==> config.mk <==
export PLATFORM = sky130hd
export DESIGN_NAME = strobe_capture
export DESIGN_NICKNAME = d
export VERILOG_FILES = /design/src/rtl/scap_pkg.sv /design/src/rtl/scap_reset_sync.sv /design/src/rtl/scap_dual_sampler.sv /design/src/rtl/scap_pulse_gen.sv /design/src/rtl/strobe_capture.sv
export SDC_FILE = /design/constraint.sdc
export NUM_CORES = 1
export LEC_CHECK = 0
export CELL_PAD_IN_SITES_DETAIL_PLACEMENT = 0
export CELL_PAD_IN_SITES_GLOBAL_PLACEMENT = 2
export CORE_UTILIZATION = 30
export CTS_CLUSTER_SIZE = 24
export DETAILED_ROUTE_END_ITERATION = 8
export PLACE_DENSITY_LB_ADDON = 0.1
export SLEW_MARGIN = 10
export SYNTH_ARGS = -nofsm -noshare
export SYNTH_HDL_FRONTEND = slang
export SYNTH_SLANG_ARGS = --single-unit
export TNS_END_PERCENT = 50
==> constraint.sdc <==
create_clock -name clk_i -period 1.09 [get_ports clk_i]
set_input_delay 0.218 -clock clk_i [delete_from_list [all_inputs] [get_ports clk_i]]
set_output_delay 0.218 -clock clk_i [all_outputs]
set_load 0.02 [all_outputs]
==> src/rtl/scap_pkg.sv <==
`timescale 1ns/1ps
package scap_pkg;
  // Pair of settled strobe samples, one from each clock edge path.
  typedef struct packed {
    logic rise;
    logic fall;
  } edge_pair_t;

  // Number of flops in the reset-release synchroniser.
  localparam int unsigned RST_SYNC_DEPTH = 2;
endpackage

==> src/rtl/scap_reset_sync.sv <==
`timescale 1ns/1ps
module scap_reset_sync #(
  parameter int unsigned DEPTH = 2
) (
  input  logic clk_i,
  input  logic rst_ni,
  output logic rst_sync_no
);
  logic [DEPTH-1:0] chain_q;
  logic [DEPTH-1:0] chain_d;

  always_comb begin
    chain_d = {chain_q[DEPTH-2:0], 1'b1};
  end

  // Assertion is asynchronous; release walks through the chain.
  always_ff @(posedge clk_i or negedge rst_ni) begin
    if (!rst_ni) begin
      chain_q <= '0;
    end else begin
      chain_q <= chain_d;
    end
  end

  assign rst_sync_no = chain_q[DEPTH-1];
endmodule

==> src/rtl/scap_dual_sampler.sv <==
`timescale 1ns/1ps
module scap_dual_sampler
  import scap_pkg::*;
#(
  parameter int unsigned EXTRA_STAGES = 1
) (
  input  logic clk_i,
  input  logic rst_ni,
  input  logic stb_i,
  output logic sync_o
);
  localparam int unsigned CHAIN_LEN = EXTRA_STAGES + 1;

  logic       rise_q;
  logic       fall_q;
  edge_pair_t settle_d;
  edge_pair_t settle_q;
  logic       merged;
  logic [CHAIN_LEN-1:0] chain;

  // First stage on the rising edge.
  always_ff @(posedge clk_i or negedge rst_ni) begin
    if (!rst_ni) begin
      rise_q <= 1'b0;
    end else begin
      rise_q <= stb_i;
    end
  end

  // First stage on the falling edge.
  always_ff @(negedge clk_i or negedge rst_ni) begin
    if (!rst_ni) begin
      fall_q <= 1'b0;
    end else begin
      fall_q <= stb_i;
    end
  end

  // Settling stage, both paths brought onto the rising edge.
  always_comb begin
    settle_d.rise = rise_q;
    settle_d.fall = fall_q;
  end

  always_ff @(posedge clk_i or negedge rst_ni) begin
    if (!rst_ni) begin
      settle_q <= '0;
    end else begin
      settle_q <= settle_d;
    end
  end

  assign merged   = settle_q.rise | settle_q.fall;
  assign chain[0] = merged;

  // Optional extra synchroniser stages.
  for (genvar g = 1; g < CHAIN_LEN; g++) begin : g_extra
    logic stage_q;
    always_ff @(posedge clk_i or negedge rst_ni) begin
      if (!rst_ni) begin
        stage_q <= 1'b0;
      end else begin
        stage_q <= chain[g-1];
      end
    end
    assign chain[g] = stage_q;
  end

  assign sync_o = chain[CHAIN_LEN-1];

  // Cycles since reset release, saturating, for the look-back below.
  logic [1:0] since_rst_q;
  always_ff @(posedge clk_i or negedge rst_ni) begin
    if (!rst_ni) begin
      since_rst_q <= 2'd0;
    end else if (since_rst_q != 2'd3) begin
      since_rst_q <= since_rst_q + 2'd1;
    end
  end

  AST_RISE_PATH_SEEN: assert property (@(posedge clk_i) disable iff (!rst_ni)
    (since_rst_q == 2'd3) && $past(stb_i, 2) |-> merged);
endmodule

==> src/rtl/scap_pulse_gen.sv <==
`timescale 1ns/1ps
module scap_pulse_gen (
  input  logic clk_i,
  input  logic rst_ni,
  input  logic sync_i,
  output logic cap_en_o,
  output logic valid_o
);
  logic prev_q;
  logic valid_q;
  logic valid_d;

  always_comb begin
    cap_en_o = sync_i & ~prev_q;
    valid_d  = cap_en_o;
  end

  always_ff @(posedge clk_i or negedge rst_ni) begin
    if (!rst_ni) begin
      prev_q  <= 1'b0;
      valid_q <= 1'b0;
    end else begin
      prev_q  <= sync_i;
      valid_q <= valid_d;
    end
  end

  assign valid_o = valid_q;

  AST_ROSE_GIVES_VALID: assert property (@(posedge clk_i) disable iff (!rst_ni)
    $rose(sync_i) |=> valid_o);
  AST_VALID_SINGLE: assert property (@(posedge clk_i) disable iff (!rst_ni)
    valid_o |=> !valid_o);
endmodule

==> src/rtl/strobe_capture.sv <==
`timescale 1ns/1ps
module strobe_capture
  import scap_pkg::*;
#(
  parameter int unsigned DATA_W       = 16,
  parameter int unsigned EXTRA_STAGES = 1
) (
  input  logic              clk_i,
  input  logic              rst_ni,
  input  logic              wr_stb_i,
  input  logic [DATA_W-1:0] wr_data_i,
  output logic [DATA_W-1:0] cap_data_o,
  output logic              cap_valid_o
);
  logic              rst_sync_n;
  logic              stb_sync;
  logic              cap_en;
  logic [DATA_W-1:0] data_d;
  logic [DATA_W-1:0] data_q;

  scap_reset_sync #(.DEPTH(RST_SYNC_DEPTH)) u_rst (
    .clk_i       (clk_i),
    .rst_ni      (rst_ni),
    .rst_sync_no (rst_sync_n)
  );

  scap_dual_sampler #(.EXTRA_STAGES(EXTRA_STAGES)) u_smp (
    .clk_i  (clk_i),
    .rst_ni (rst_sync_n),
    .stb_i  (wr_stb_i),
    .sync_o (stb_sync)
  );

  scap_pulse_gen u_pls (
    .clk_i    (clk_i),
    .rst_ni   (rst_sync_n),
    .sync_i   (stb_sync),
    .cap_en_o (cap_en),
    .valid_o  (cap_valid_o)
  );

  // Data register loaded only through the synchronised enable.
  always_comb begin
    data_d = cap_en ? wr_data_i : data_q;
  end

  always_ff @(posedge clk_i or negedge rst_sync_n) begin
    if (!rst_sync_n) begin
      data_q <= '0;
    end else begin
      data_q <= data_d;
    end
  end

  assign cap_data_o = data_q;

  AST_DATA_ONLY_ON_VALID: assert property (@(posedge clk_i) disable iff (!rst_sync_n)
    !$stable(cap_data_o) |-> cap_valid_o);
  AST_RESET_OUTPUTS: assert property (@(posedge clk_i)
    !rst_sync_n |-> (!cap_valid_o && cap_data_o == '0));
endmodule

==> impl_metrics.toml <==
[floorplanning]
dieHeight_um = 56.6
die_x_um = 56.6
core_um2 = 2780
initial_core_util_pct = 32.2
rows = 19
ios = 36
design.die.area_um2 = 3200

[yosys]
synth_top_family_by_area = "multiplexers"
synthXorXnorAreaFrac_pct = 0
ys_seq_elements = 25
avgSynthCellArea_um2 = 19.4
synth_compound_area_share_pct = 0
synth_warnings = 0
synth.cell_area_um2 = 895
synth-adder-area-share_pct = 0
yosys.area_share.simple_pct = 2.24
synthCells = 46
syn_nets = 65
ys_types = 9
yosysSeqAreaShare_pct = 69.9
muxShareOfSynthArea_pct = 23.9

[clock_tree]
clock_latency_ns = 0.30
max-clock-path-buffers = 2
path_clk_slew_ns = 0.12
numCtsBuffers = 3
cts_tree = "built"
h-tree-depth = 1
cts.sinks = 25
root_buffer = "clkbuf_4"

[grt]
antenna_found_initial = 0
grt_max_degree = 23
track_usage_pct = 11.2
grt_pass1_vias = 558
grt_pass1_wl_um = 2730
grt_overflow_total = 0

[drt]
dr.pass1.iters = 2
avgRoutedWirePerCell_um = 12.8
drc = 0
vias = 512
ant_nets = 0
first_iter_violations = 7
totalWireLength_um = 1550
viasPerCell = 4.23

[place]
dpl_cell_area_um2 = 1310
dp_hpwl_um = 1080
gp_congestion = 0.590
place_inst = 114
io_buffers = 35

[power_and_ir_drop]
p_per_area_nw_per_um2 = 1580
vdd_ir_drop_max_uv = 830
power_leakage_nw = 0.640

[critical_path]
worstPathRequired_ns = 1.28
startpoint_type = "register"
crit_type = "register to register"
crit_path_end_kind = "register"
crit_fanout = 10
cp.arrival_ns = 1.34
r2r_slack_ns = -0.06

[cells_and_area]
drive_gt1_share_pct = 51.1
instances_no_fill = 121
diodes = 0
final_common_cell = "dfrtp_1"
final_cell_mix = "dfrtp_1, clkdlybuf4s50_1, mux2_4"
post-route-util_pct = 49.4
area_delta_synth_final_pct = 53.6
fin_area_um2 = 1370
fill_cells = 241
nNetsFinal = 110

[sta]
fin_ws_ns = -0.0590
fmax_ghz = 0.870
finalClockSkew_ns = 0.00694
setup_violations = 16
rsz0062_at_grt = "true"
period_minus_slack_ns = 1.15
tns_ns = -0.754
final.period_utilization_pct = 105
holdWs_ns = 0.0642
hold_viol = 0
slew_viol_final = 0

[outcome]
violations = "negative setup slack"
status = "finished, violations left"

[worst_hold_path]
hold_class = "input port to asynchronous set/reset pin"

[flow_run]
max-cap-violations = 0
area by class of cell:
cell class	instances	area, µm²	area share [%]
sequential	25	627	45.6
timing repair buffer	42	418	30.4
multi-input combinational	19	264	19.2
tap	31	38.8	2.82
clock buffer	4	26.3	1.91
per-stage QoR:
stage / setup WS, ns / total power (W)
final: -0.0590 / 0.00218
after global routing: -0.0982 / 0.00231
after global placement: -0.250 / 0.00176
after floorplan: -0.0650 / 0.00144
after detailed placement: -0.259 / 0.00177
after CTS: -0.0801 / 0.00218
path summary, 6_finish.rpt:
kind                       cells past startpoint                  startpoint                          end
hold reg to reg                                1  u_rst.chain_q[1]$_DFF_PN0_      u_pls.valid_o$_DFF_PN0_
min in group clk_i                             0      u_smp.rise_q$_DFF_PN0_  u_smp.settle_q[1]$_DFF_PN0_
setup / recovery                               3      u_pls.prev_q$_DFF_PN0_    cap_data_o[2]$_DFFE_PN0P_
setup reg to reg                               3      u_pls.prev_q$_DFF_PN0_    cap_data_o[2]$_DFFE_PN0P_
max in group asynchronous                      0  u_rst.chain_q[1]$_DFF_PN0_       u_smp.fall_q$_DFF_NN0_
hold / removal                                 1                      rst_ni   u_rst.chain_q[0]$_DFF_PN0_
repair_timing:
| item | in CTS | in global routing |
|---|---|---|
| setup buffers | 2 | 1 |
| gates resized for setup | 90 | 9 |
| setup endpoints to repair | 33 | 33 |
| hold buffers | 0 | 0 |
cell families after synthesis:
| group | count (synthesis) |
|---|---|
| buffers and inverters | 2 |
| DFF | 25 |
| muxes | 16 |
| other | 1 |
| and+or+nand+nor | 2 |
synth_stat cells:
master   number  area share [%]
mux2_2        7             8.8
nor2b_4       1             1.5
or2_2         1            0.70
conb_1        1            0.42
dfrtp_1      24              67
mux2_4        9              15
buf_6         1             1.3
buf_12        1             2.2
dfrtn_1       1             2.8
report_power, final:
group	switching [W]	internal (W)
sequential	0.0000787	0.00105
clock	0.000239	0.000142
combinational	0.000259	0.000406
total	0.000577	0.00160
registers in the layout, indices dropped and copies added (netlist names):
name            cells
cap_data_o         16
u_pls.valid_o       1
u_smp.settle_q      2
u_rst.chain_q       2
u_pls.prev_q        1
u_smp.sync_o        1
u_smp.fall_q        1
u_smp.rise_q        1
critical path, cell delays in order, from the launching register on:
cell	delay (ns)
dfrtp_1	0.41
nor2b_4	0.18
buf_12	0.16
mux2_4	0.30
layer usage:
layer	GRT usage [%]	wire length, µm	vias up
li1	-	-	238
met1	17.1	783	245
met2	15.3	615	29
met3	3.23	146	0
met4	3.14	0	0
met5	0	0	-
No activity file was read; power rests on OpenSTA's default activity.
